[src/rtl/usbh_irq_pkg.sv]
// Package: shared offsets, bit positions and masks for the USB host
// interrupt register block. Assumes a byte-wide register bus.
package usbh_irq_pkg;
    localparam int          REG_AW      = 8;
    localparam int          REG_DW      = 8;
    localparam int          EV_CNT      = 5;
    localparam logic [7:0]  OFS_IRQ_EN  = 8'h06;
    localparam logic [7:0]  OFS_IRQ_ST  = 8'h0D;
    localparam int          BIT_XA      = 0;
    localparam int          BIT_XB      = 1;
    localparam int          BIT_SOF     = 4;
    localparam int          BIT_INSREM  = 5;
    localparam int          BIT_DETRES  = 6;
    localparam int          BIT_DPLUS   = 7;
    // Bits that latch events and may be enabled; others are reserved or live.
    localparam logic [7:0]  LATCH_MASK  = 8'h73;
endpackage

[src/rtl/usbh_irq_dsync.sv]
// Module: multi-flop synchronizer for one asynchronous level input.
// Assumes the input is slow compared with clk; output resets to 0.
module usbh_irq_dsync #(
    parameter int STAGES = 2
) (
    input  logic clk,
    input  logic rst_n,
    input  logic d_async,
    output logic q_sync
);
    logic [STAGES-1:0] chain_q;

    // Shift the asynchronous level through the flop chain.
    always_ff @(posedge clk) begin
        if (!rst_n) begin
            chain_q <= '0;
        end else begin
            chain_q <= {chain_q[STAGES-2:0], d_async};
        end
    end

    assign q_sync = chain_q[STAGES-1];
endmodule

[src/rtl/usbh_irq_evmap.sv]
// Module: maps raw event pulses onto status-bit positions. Applies the
// SOF gate and the detect/resume source select. Purely combinational.
module usbh_irq_evmap
    import usbh_irq_pkg::*;
#(
    parameter int DW = REG_DW
) (
    input  logic          ctl_sof_en,
    input  logic          ctl_resume_sel,
    input  logic          ev_xfer_a_done,
    input  logic          ev_xfer_b_done,
    input  logic          ev_sof_tick,
    input  logic          ev_ins_rem,
    input  logic          ev_dev_detect,
    input  logic          ev_resume,
    output logic [DW-1:0] ev_vec
);
    // Place each qualified event at its status-bit position.
    always_comb begin
        ev_vec             = '0;
        ev_vec[BIT_XA]     = ev_xfer_a_done;
        ev_vec[BIT_XB]     = ev_xfer_b_done;
        ev_vec[BIT_SOF]    = ev_sof_tick & ctl_sof_en;
        ev_vec[BIT_INSREM] = ev_ins_rem;
        ev_vec[BIT_DETRES] = ctl_resume_sel ? ev_resume : ev_dev_detect;
    end
endmodule

[src/rtl/usbh_irq_stat_bank.sv]
// Module: sticky status bits with write-one-to-clear. Only bits set in
// MASK get a flop; the rest read 0. A set in the same cycle as a
// clear wins.
module usbh_irq_stat_bank #(
    parameter int          DW   = 8,
    parameter logic [DW-1:0] MASK = 8'h73
) (
    input  logic          clk,
    input  logic          rst_n,
    input  logic [DW-1:0] ev_vec,
    input  logic [DW-1:0] clr_vec,
    output logic [DW-1:0] stat_q
);
    for (genvar i = 0; i < DW; i++) begin : g_bit
        if (MASK[i]) begin : g_live
            // Latch the event, drop on clear, hold otherwise.
            always_ff @(posedge clk) begin
                if (!rst_n) begin
                    stat_q[i] <= 1'b0;
                end else if (ev_vec[i]) begin
                    stat_q[i] <= 1'b1;
                end else if (clr_vec[i]) begin
                    stat_q[i] <= 1'b0;
                end
            end

            AST_EVENT_SETS: assert property (@(posedge clk) disable iff (!rst_n)
                ev_vec[i] |=> stat_q[i]);
            AST_CLEAR_DROPS: assert property (@(posedge clk) disable iff (!rst_n)
                (clr_vec[i] && !ev_vec[i]) |=> !stat_q[i]);
            AST_IDLE_HOLDS: assert property (@(posedge clk) disable iff (!rst_n)
                (!clr_vec[i] && !ev_vec[i]) |=> $stable(stat_q[i]));
        end else begin : g_rsv
            assign stat_q[i] = 1'b0;
        end
    end
endmodule

[src/rtl/usbh_irq_regblk.sv]
// Module: top of the USB host interrupt register block. Decodes the
// enable (0x06) and status (0x0D) offsets, returns read data
// combinationally and drives the level interrupt. Assumes bus_wr is
// a one-cycle strobe and that event inputs are synchronous pulses.
module usbh_irq_regblk
    import usbh_irq_pkg::*;
(
    input  logic              clk,
    input  logic              rst_n,
    input  logic [REG_AW-1:0] bus_addr,
    input  logic              bus_wr,
    input  logic [REG_DW-1:0] bus_wdata,
    output logic [REG_DW-1:0] bus_rdata,
    input  logic              ctl_sof_en,
    input  logic              ctl_resume_sel,
    input  logic              ev_xfer_a_done,
    input  logic              ev_xfer_b_done,
    input  logic              ev_sof_tick,
    input  logic              ev_ins_rem,
    input  logic              ev_dev_detect,
    input  logic              ev_resume,
    input  logic              dplus_pin,
    output logic              irq_out
);
    localparam int SYNC_STAGES = 2;

    logic              sel_en;
    logic              sel_st;
    logic [REG_DW-1:0] en_q;
    logic [REG_DW-1:0] ev_vec;
    logic [REG_DW-1:0] clr_vec;
    logic [REG_DW-1:0] stat_q;
    logic              dplus_s;

    // Offset decode shared by the read and write paths.
    assign sel_en  = (bus_addr == OFS_IRQ_EN);
    assign sel_st  = (bus_addr == OFS_IRQ_ST);
    assign clr_vec = (bus_wr && sel_st) ? (bus_wdata & LATCH_MASK) : '0;

    usbh_irq_dsync #(.STAGES(SYNC_STAGES)) u_dsync (
        .clk     (clk),
        .rst_n   (rst_n),
        .d_async (dplus_pin),
        .q_sync  (dplus_s)
    );

    usbh_irq_evmap #(.DW(REG_DW)) u_evmap (
        .ctl_sof_en     (ctl_sof_en),
        .ctl_resume_sel (ctl_resume_sel),
        .ev_xfer_a_done (ev_xfer_a_done),
        .ev_xfer_b_done (ev_xfer_b_done),
        .ev_sof_tick    (ev_sof_tick),
        .ev_ins_rem     (ev_ins_rem),
        .ev_dev_detect  (ev_dev_detect),
        .ev_resume      (ev_resume),
        .ev_vec         (ev_vec)
    );

    usbh_irq_stat_bank #(.DW(REG_DW), .MASK(LATCH_MASK)) u_stat (
        .clk     (clk),
        .rst_n   (rst_n),
        .ev_vec  (ev_vec),
        .clr_vec (clr_vec),
        .stat_q  (stat_q)
    );

    // Enable register: writable only in the latching positions.
    always_ff @(posedge clk) begin
        if (!rst_n) begin
            en_q <= '0;
        end else if (bus_wr && sel_en) begin
            en_q <= bus_wdata & LATCH_MASK;
        end
    end

    // Read mux: enable, status with live D+, or zero.
    always_comb begin
        bus_rdata = '0;
        if (sel_en) begin
            bus_rdata = en_q;
        end else if (sel_st) begin
            bus_rdata            = stat_q;
            bus_rdata[BIT_DPLUS] = dplus_s;
        end
    end

    // Level interrupt: any latched bit that is also enabled.
    assign irq_out = |(stat_q & en_q);

    AST_IRQ_PERSISTS: assert property (@(posedge clk) disable iff (!rst_n)
        (irq_out && !(bus_wr && (sel_en || sel_st))) |=> irq_out);
    AST_RSV_READ_ZERO: assert property (@(posedge clk) disable iff (!rst_n)
        (sel_st || sel_en) |-> (bus_rdata[3:2] == 2'b00));
    AST_OTHER_OFS_ZERO: assert property (@(posedge clk) disable iff (!rst_n)
        (!sel_st && !sel_en) |-> (bus_rdata == '0));
    AST_SOF_GATED: assert property (@(posedge clk) disable iff (!rst_n)
        (!stat_q[BIT_SOF] && !ctl_sof_en) |=> !stat_q[BIT_SOF]);
    AST_EN_RSV_ZERO: assert property (@(posedge clk) disable iff (!rst_n)
        (en_q & ~LATCH_MASK) == '0);
endmodule

[config.mk]
export PLATFORM = sky130hd
export DESIGN_NAME = usbh_irq_regblk
export DESIGN_NICKNAME = d
export VERILOG_FILES = /design/src/rtl/usbh_irq_pkg.sv /design/src/rtl/usbh_irq_dsync.sv /design/src/rtl/usbh_irq_evmap.sv /design/src/rtl/usbh_irq_stat_bank.sv /design/src/rtl/usbh_irq_regblk.sv
export SDC_FILE = /design/constraint.sdc
export NUM_CORES = 1
export LEC_CHECK = 0
export BUFFER_PORTS_ARGS = -buffer_cell sky130_fd_sc_hd__buf_2
export CAP_MARGIN = 5
export CORE_ASPECT_RATIO = 0.8
export CORE_MARGIN = 2
export CORE_UTILIZATION = 38
export CTS_BUF_LIST = sky130_fd_sc_hd__clkbuf_4 sky130_fd_sc_hd__clkbuf_8
export DETAILED_ROUTE_END_ITERATION = 10
export GPL_ROUTABILITY_DRIVEN = 0
export PLACE_DENSITY = 0.71
export SLEW_MARGIN = 5
export SYNTH_ARGS = -nofsm -noshare
export SYNTH_HDL_FRONTEND = slang
export SYNTH_SLANG_ARGS = --single-unit
[constraint.sdc]
create_clock -name clk -period 2.3 [get_ports clk]
set_clock_uncertainty 0.05 [all_clocks]
set_input_delay 0.23 -clock clk [delete_from_list [all_inputs] [get_ports clk]]
set_output_delay 0.23 -clock clk [all_outputs]
set_load 0.005 [all_outputs]
* Word-level counts from Yosys, hierarchy flattened
Cells that the tools add are included.
** Operators by class
- Equal/unequal tests :: 2
- Mux-type cells :: 14
- Bitwise logic cells :: 2
- Reduce and logical (&&, ||, !) cells :: 8
** Operators with widths (number)
- $mux W8 :: 2
- $mux W1 :: 11
- $reduce_bool A2 Y1 :: 5
- $eq A8 B3 Y1 const B :: 1
- $eq A8 B4 Y1 const B :: 1
- $reduce_or A8 Y1 :: 1
- $and A7 B7 Y7 :: 1
- $mux W7 :: 1
- $logic_and A1 B1 Y1 :: 2
- $and A1 B1 Y1 :: 1
** Storage, ports and cells
- Register bits :: 12
- Input bits :: 28
- Output and inout port bits :: 9
- Logic and storage cells :: 33

* Longest topological paths before layout
Gate-level depths: netlist of the first run.
- Word-level depth :: 5
- Depth in mapped cells :: 4
- Mapped depth without buffers :: 3

* Hierarchy
A second synthesis of the first run with hierarchy kept.
** Second synthesis, totals
- Cell total of the unflattened synthesis :: 85
- Area total of the unflattened synthesis :: 753.2 um^2
** Modules (own cells, without submodules)
- usbh_irq_regblk :: times used 1, cells an instance 53, area each 397.9 um^2, sequential area each 100.1 um^2
- usbh_irq_stat_bank :: times used 1, cells an instance 19, area each 232.7 um^2, sequential area each 100.1 um^2
- usbh_irq_evmap :: times used 1, cells an instance 9, area each 70.1 um^2, sequential area each 0.0 um^2
- usbh_irq_dsync :: times used 1, cells an instance 4, area each 52.6 um^2, sequential area each 40.0 um^2

* Worst setup path after synthesis of the first run
OpenSTA, ideal clock, no wires.
- Kind :: input-to-output
- Start :: input bus_addr[7]
- End :: output bus_rdata[7]
- Arrival time :: 1221 ps
- Data required time :: 2020 ps
- Setup slack :: 799 ps
- Stages :: 3
- Buffers on the path :: 0
- Path through :: or4_4 > nor3_2 > and2_1
** On the way
- Longest elaborated chain between the ends :: 3
- Elaborated cells between the ends (all ways) :: 4
- Classes of those cells :: 2 x eq/ne; 2 x mux
** RTL lines
- from (decl) :: RTL line usbh_irq_regblk.sv:10 : input logic [REG_AW-1:0] bus_addr,
- $eq A8 B4 Y1 :: RTL line usbh_irq_regblk.sv:37 : assign sel_st = (bus_addr == OFS_IRQ_ST);
- $mux W8 :: RTL line usbh_irq_regblk.sv:81 : end else if (sel_st) begin
- $mux W8 (*) :: RTL line usbh_irq_regblk.sv:79 : if (sel_en) begin
- to (decl) :: RTL line usbh_irq_regblk.sv:13 : output logic [REG_DW-1:0] bus_rdata,
Every way passes the cells marked *; elsewhere a longest branch is shown, timed or not.

* Worst setup path in the final report of the first run
Same ends and word-level chain as after synthesis.

==> results of run 1 <==
-- critical path: stages --
cell and delay (ps):
buf_2 100, or4_4 570, nor3_2 380, and2_1 190, buf_2 110
-- logic make-up (layout without fill, tap and decap cells) --
family                 Yosys count  in the layout
AND/OR/NAND/NOR                 33             33
buffers and inverters            8             39
flip-flops                      12             12
AO/OA/AOI/OAI                   16             16
multiplexers                     6              6
other                            1              2
-- worst min path at each step --
stage | slack, ps | endpoint | start
after global placement | 370 | u_dsync.chain_q[1] | u_dsync.chain_q[0]
after global routing | 110 | u_dsync.chain_q[0] | dplus_pin
after detailed placement | 370 | u_dsync.chain_q[1] | u_dsync.chain_q[0]
after CTS | 110 | u_dsync.chain_q[0] | dplus_pin
after floorplan | 300 | u_stat.stat_q[0] | bus_wdata[0]
final | 110 | u_dsync.chain_q[0] | dplus_pin
-- final cells by class --
| type | instances | area [sq um] |
|---|---|---|
| Clock buffer | 4 | 36.3 |
| Fill cell | 177 | 756 |
| Inverter | 4 | 15.0 |
| Multi-Input combinational cell | 57 | 364 |
| Sequential cell | 12 | 240 |
| Tap cell | 22 | 27.5 |
| Timing Repair Buffer | 31 | 155 |
-- Yosys cell counts (all sizes together) --
cell	instances
or4	1
clkbuf	2
nand4bb	1
nand3	1
dfxtp	12
nor4	1
nand3b	1
mux2	1
conb	1
nand2	14
inv	4
and2	3
mux2i	5
nor3b	1
and3b	1
o21ai	5
nor2	6
buf	2
a41oi	3
a222oi	1
or2	1
a21oi	1
a22oi	6
nor3	2
-- power by group --
group          total, mW  internal, mW  switching [mW]
Clock              0.166        0.0962          0.0697
Combinational     0.0541        0.0262          0.0279
Sequential         0.222         0.216         0.00607
-- layer usage --
layer	vias to the layer above	global-route usage, %	routed length (um)
met5	-	0	0
met4	0	10.4	32
met3	4	4.74	110
met2	26	34.0	744
met1	288	20.1	717
li1	336	-	-
-- per-stage QoR --
step / instance area [sq um] / hold WS, ps / power, mW / instances / util [%]
global placement: 802 / 365 / 0.277 / 126 / 50.3
finish: 838 / 111 / 0.442 / 130 / 52.6
global route: 838 / 111 / 0.464 / 130 / 52.6
CTS: 838 / 108 / 0.446 / 130 / 52.6
detailed placement: 802 / 374 / 0.281 / 126 / 50.3
floorplan: 642 / 302 / 0.253 / 77 / -
-- registers in the layout (all words and copies together), names as in the netlist --
name / count
en_q: 5
u_stat.stat_q: 5
u_dsync.chain_q: 2
==> qor.txt, run 1 <==
status - finished clean
max cap viols - 0
Setup WS post-layout - 439 ps
Total GRT Usage - 18.3%
CTS tree - built
largest family of logic cells by synthesized area - simple AND/OR/NAND/NOR gates
mapped cell area - 638 sq um
CTS max path bufs - 2
worst-path maximum fanout - 5
xor and xnor fraction of the mapped netlist area - 0%
Synth Area in Compound Gates - 17.5%
hold_buf cts - 0
R2R cell count - 2
Antenna diodes - 0
min cycle time layout - 1860 ps
commonest non-fill, non-tap cells in the layout - 31 x buf_2, 14 x nand2_1, 12 x dfxtp_1
worst setup path endpoint - bus_rdata[7]
register area share after synthesis - 37.6%
CP endpoint kind - output pin
WHS Path Cells - 2
P per Cell Area - 527 mW/mm^2
initial DRC count - 9
Fin. Hold Viols - 0
commonest non-fill, non-tap cell in the layout - buf_2
hold crit path type - in2reg
Vias - 654
final wirelength - 1610 um
worst reg2reg path startpoint - u_stat.stat_q[0]
Ports - 37
Startpoint Class - input pin
Fmax - 537 MHz
Root Driver - clkbuf_4
CP arrival - 1580 ps
post-DR vias/cell - 5.03
die width - 49.8 um
count of warnings emitted by yosys - 0
share of cells above drive strength 1 - 36.1%
cell taking the most area after synthesis - dfxtp_1
grt total ovfl - 0
clock slew at reported path FFs - 80 ps
Avg Cell Area, Syn - 8.40 sq um
post-cts gate resize count - 0
Die Footprint - 0.00202 sq mm
VDD IR max - 0.000312 V
RSZ-0062 raised after global routing - false
Initial Util - 40.0%
number of remaining DRC errors - 0
post-synth cell types - 25
area grow syn2layout - 31.4%
postcts setup bufs - 0
Post-Syn Instances - 76
# nets final - 137
largest cells by area after synthesis - dfxtp_1 38%, nand2_1 8.2%, mux2i_1 7.8%
initial antenna violation count - 0
row cnt - 13
Slew Limit Fails - 0
worst slew pin tran - 576 ps
die height - 40.7 um
CORE AREA - 0.00159 sq mm
Adder-Cell Fraction of Synth Area - 0%
worst path required time - 2020 ps
largest net degree at the start of global routing - 19
CTS Sinks - 12
first-pass GRT wire length - 2590 um
Antenna Nets Post-Route - 0
R2R Path End - u_stat.stat_q[0]
top-area cell type share of the netlist area - 37.6%
critical path class - in2out
length of the first detailed-routing pass in iterations - 4
Post-DP HPWL - 1240 um
Worst slew margin - 61.5%
wire length per cell - 12.3 um
final setup violating endpoints - 0
worst slack, placed - 438 ps
Reg2Reg Setup Slack - 1500 ps
vias in the first global route - 606
Final period util - 80.9%
synthesized flop and latch total - 12
Critical Path Source - bus_addr[7]
Pleak - 0.376 nW
worst skew pair latency - 270 ps
post-synthesis simple-gate area fraction - 28.8%
port bufs - 31
CTS buffer count - 3
multiplexer share of the synthesized area - 9.61%
Total Neg Setup Slack - 0 ps
htree depth - 1
(Power assumes the default switching activity.)
==> run 2, diff against run 1 <==
==> constraint.sdc (replaced) <==
create_clock -name clk -period 1.87 [get_ports clk]
set_clock_uncertainty 0.05 [all_clocks]
set_input_delay 0.187 -clock clk [delete_from_list [all_inputs] [get_ports clk]]
set_output_delay 0.187 -clock clk [all_outputs]
set_load 0.005 [all_outputs]
==> run 2 against run 1 <==
- flip-flop and latch count unchanged
- sequential share of layout area shrank 0.50 points
- clock-buffer cell count unchanged
- register-to-register slack worse by 390 ps
- design area up 1.8%
- die area unchanged
==> qor.txt, run 2 (synthesis results as in run 1) <==
initial antenna violation count - 0 (unchanged)
Post-Place Cells - 128 (was 126)
Fin. Hold Viols - 0 (unchanged)
CTS max path bufs - 2 (unchanged)
worst reg2reg path startpoint - u_stat.stat_q[1] (was u_stat.stat_q[0])
Most common cell on crit path - buf_2 (unchanged)
R2R Path End - u_stat.stat_q[1] (was u_stat.stat_q[0])
CTS tree - built (unchanged)
hold crit path type - in2reg (unchanged)
postcts setup bufs - 0 (unchanged)
largest registers - en_q (5), u_stat.stat_q (5), u_dsync.chain_q (2) (unchanged)
Vias - 674 (was 654)
min cycle time layout - 1650 ps
placed instance area - 817 sq um (was 802 sq um)
vias in the first global route - 616 (was 606)
R2R cell count - 2 (unchanged)
Initial Util - 40.0% (unchanged)
first-pass GRT wire length - 2530 um (was 2590 um)
Post-DP HPWL - 1220 um (was 1240 um)
worst-path maximum fanout - 5 (unchanged)
final setup violating endpoints - 0 (unchanged)
Slew Limit Fails - 0 (unchanged)
grt total ovfl - 0 (unchanged)
final instance area - 853 sq um (was 838 sq um)
final wirelength - 1560 um (was 1610 um)
Antenna diodes - 0 (unchanged)
worst path required time - 1630 ps (was 2020 ps)
share of cells above drive strength 1 - 37.3% (was 36.1%)
CORE AREA - 0.00159 sq mm (unchanged)
port bufs - 31 (unchanged)
Startpoint Class - input pin (unchanged)
Total GRT Usage - 17.4% (was 18.3%)
VDD IR max - 0.000466 V (was 0.000312 V)
status - finished clean (unchanged)
CP cell instances - buf_2, or4_4, or2_1, nor2_1, buf_2 (was buf_2, or4_4, nor3_2, and2_1, buf_2)
initial DRC count - 16 (was 9)
Pleak - 0.387 nW (was 0.376 nW)
RSZ-0062 raised after global routing - false (unchanged)
critical path class - in2out (unchanged)
largest net degree at the start of global routing - 19 (unchanged)
CP arrival - 1410 ps (was 1580 ps)
Final period util - 88.3%
WHS Path Cells - 2 (unchanged)
Antenna Nets Post-Route - 0 (unchanged)
max cap viols - 0 (unchanged)
number of remaining DRC errors - 0 (unchanged)
Finished Layout Cells - 132 (was 130)
fill cell count - 168 (was 177)
wire length per cell - 11.8 um (was 12.3 um)
Die Footprint - 0.00202 sq mm (unchanged)
Critical Path Source - bus_addr[7] (unchanged)
htree depth - 1 (unchanged)
clock slew at reported path FFs - 70 ps (was 80 ps)
CTS buffer count - 3 (unchanged)
total chip power - 0.548 mW (was 0.442 mW)
CP endpoint kind - output pin (unchanged)
Total Neg Setup Slack - 0 ps (unchanged)
worst setup path endpoint - bus_rdata[1] (was bus_rdata[7])
die height - 40.7 um (unchanged)
commonest non-fill, non-tap cells in the layout - 31 x buf_2, 14 x nand2_1, 12 x dfxtp_1 (unchanged)
CTS Sinks - 12 (unchanged)
Crit path largest cell delay - 570 ps (about the same)
post-DR vias/cell - 5.11 (was 5.03)
hold_buf cts - 0 (unchanged)
Reg2Reg Setup Slack - 1110 ps (was 1500 ps)
Ports - 37 (unchanged)
die width - 49.8 um (unchanged)
P per Cell Area - 642 mW/mm^2 (was 527 mW/mm^2)
commonest non-fill, non-tap cell in the layout - buf_2 (unchanged)
# nets final - 139 (was 137)
row cnt - 13 (unchanged)
Root Driver - clkbuf_4 (unchanged)
worst skew pair latency - 270 ps (about the same)
post-cts gate resize count - 0 (unchanged)
Fmax - 606 MHz
Critical-path top delay cell - or4_4 (unchanged)
area grow syn2layout - 33.7% (was 31.4%)
length of the first detailed-routing pass in iterations - 6 (was 4)
## run 2: worst min-delay path by stage
stage	startpoint	endpoint	slack [ps]
2_1_floorplan	bus_wdata[0]	u_stat.stat_q[0]	260
3_3_place_gp	dplus_pin	u_dsync.chain_q[0]	340
3_5_place_dp	dplus_pin	u_dsync.chain_q[0]	350
4_1_cts	dplus_pin	u_dsync.chain_q[0]	70
5_1_grt	dplus_pin	u_dsync.chain_q[0]	60
6_report	dplus_pin	u_dsync.chain_q[0]	70
## run 2: layout make-up
cell class	count	area [sq um]	area share [%]
flip-flops and latches	12	240	28.2
clock buffers	4	36.3	4.25
inverters	4	15.0	1.76
repair buffers	33	170	19.9
multi-input cells	57	364	42.7
well taps	22	27.5	3.23
## run 2: worst max-delay path: cells and delay by family
family | cells | cell delay [ps]
and+or+nand+nor | 3 | 1020
buffers and inverters | 2 | 210
## run 2: power breakdown
group / total, mW / leakage, nW / switching, mW / internal (mW)
logic: 0.0666 / 0.267 / 0.0333 / 0.0333
registers: 0.273 / 0.0987 / 0.00715 / 0.266
clock network: 0.209 / 0.0210 / 0.0902 / 0.118
## run 2: metrics by stage
stage	hold WS, ps	util, %	setup WS, ps
4_1_cts	66.0	53.5	210
3_5_place_dp	346	51.3	213
3_3_place_gp	344	51.3	230
5_1_grt	55.7	53.5	145
2_1_floorplan	259	-	455
6_report	71.0	53.5	219
## run 2: per-layer routing
layer	global-route usage, %	share of wire [%]	wire length (um)	vias up
li1	-	-	-	335
met1	19.3	44	693	309
met2	34.7	49	757	28
met3	5.47	6.4	100	2
met4	2.08	0.45	7	0
met5	0	0	0	-
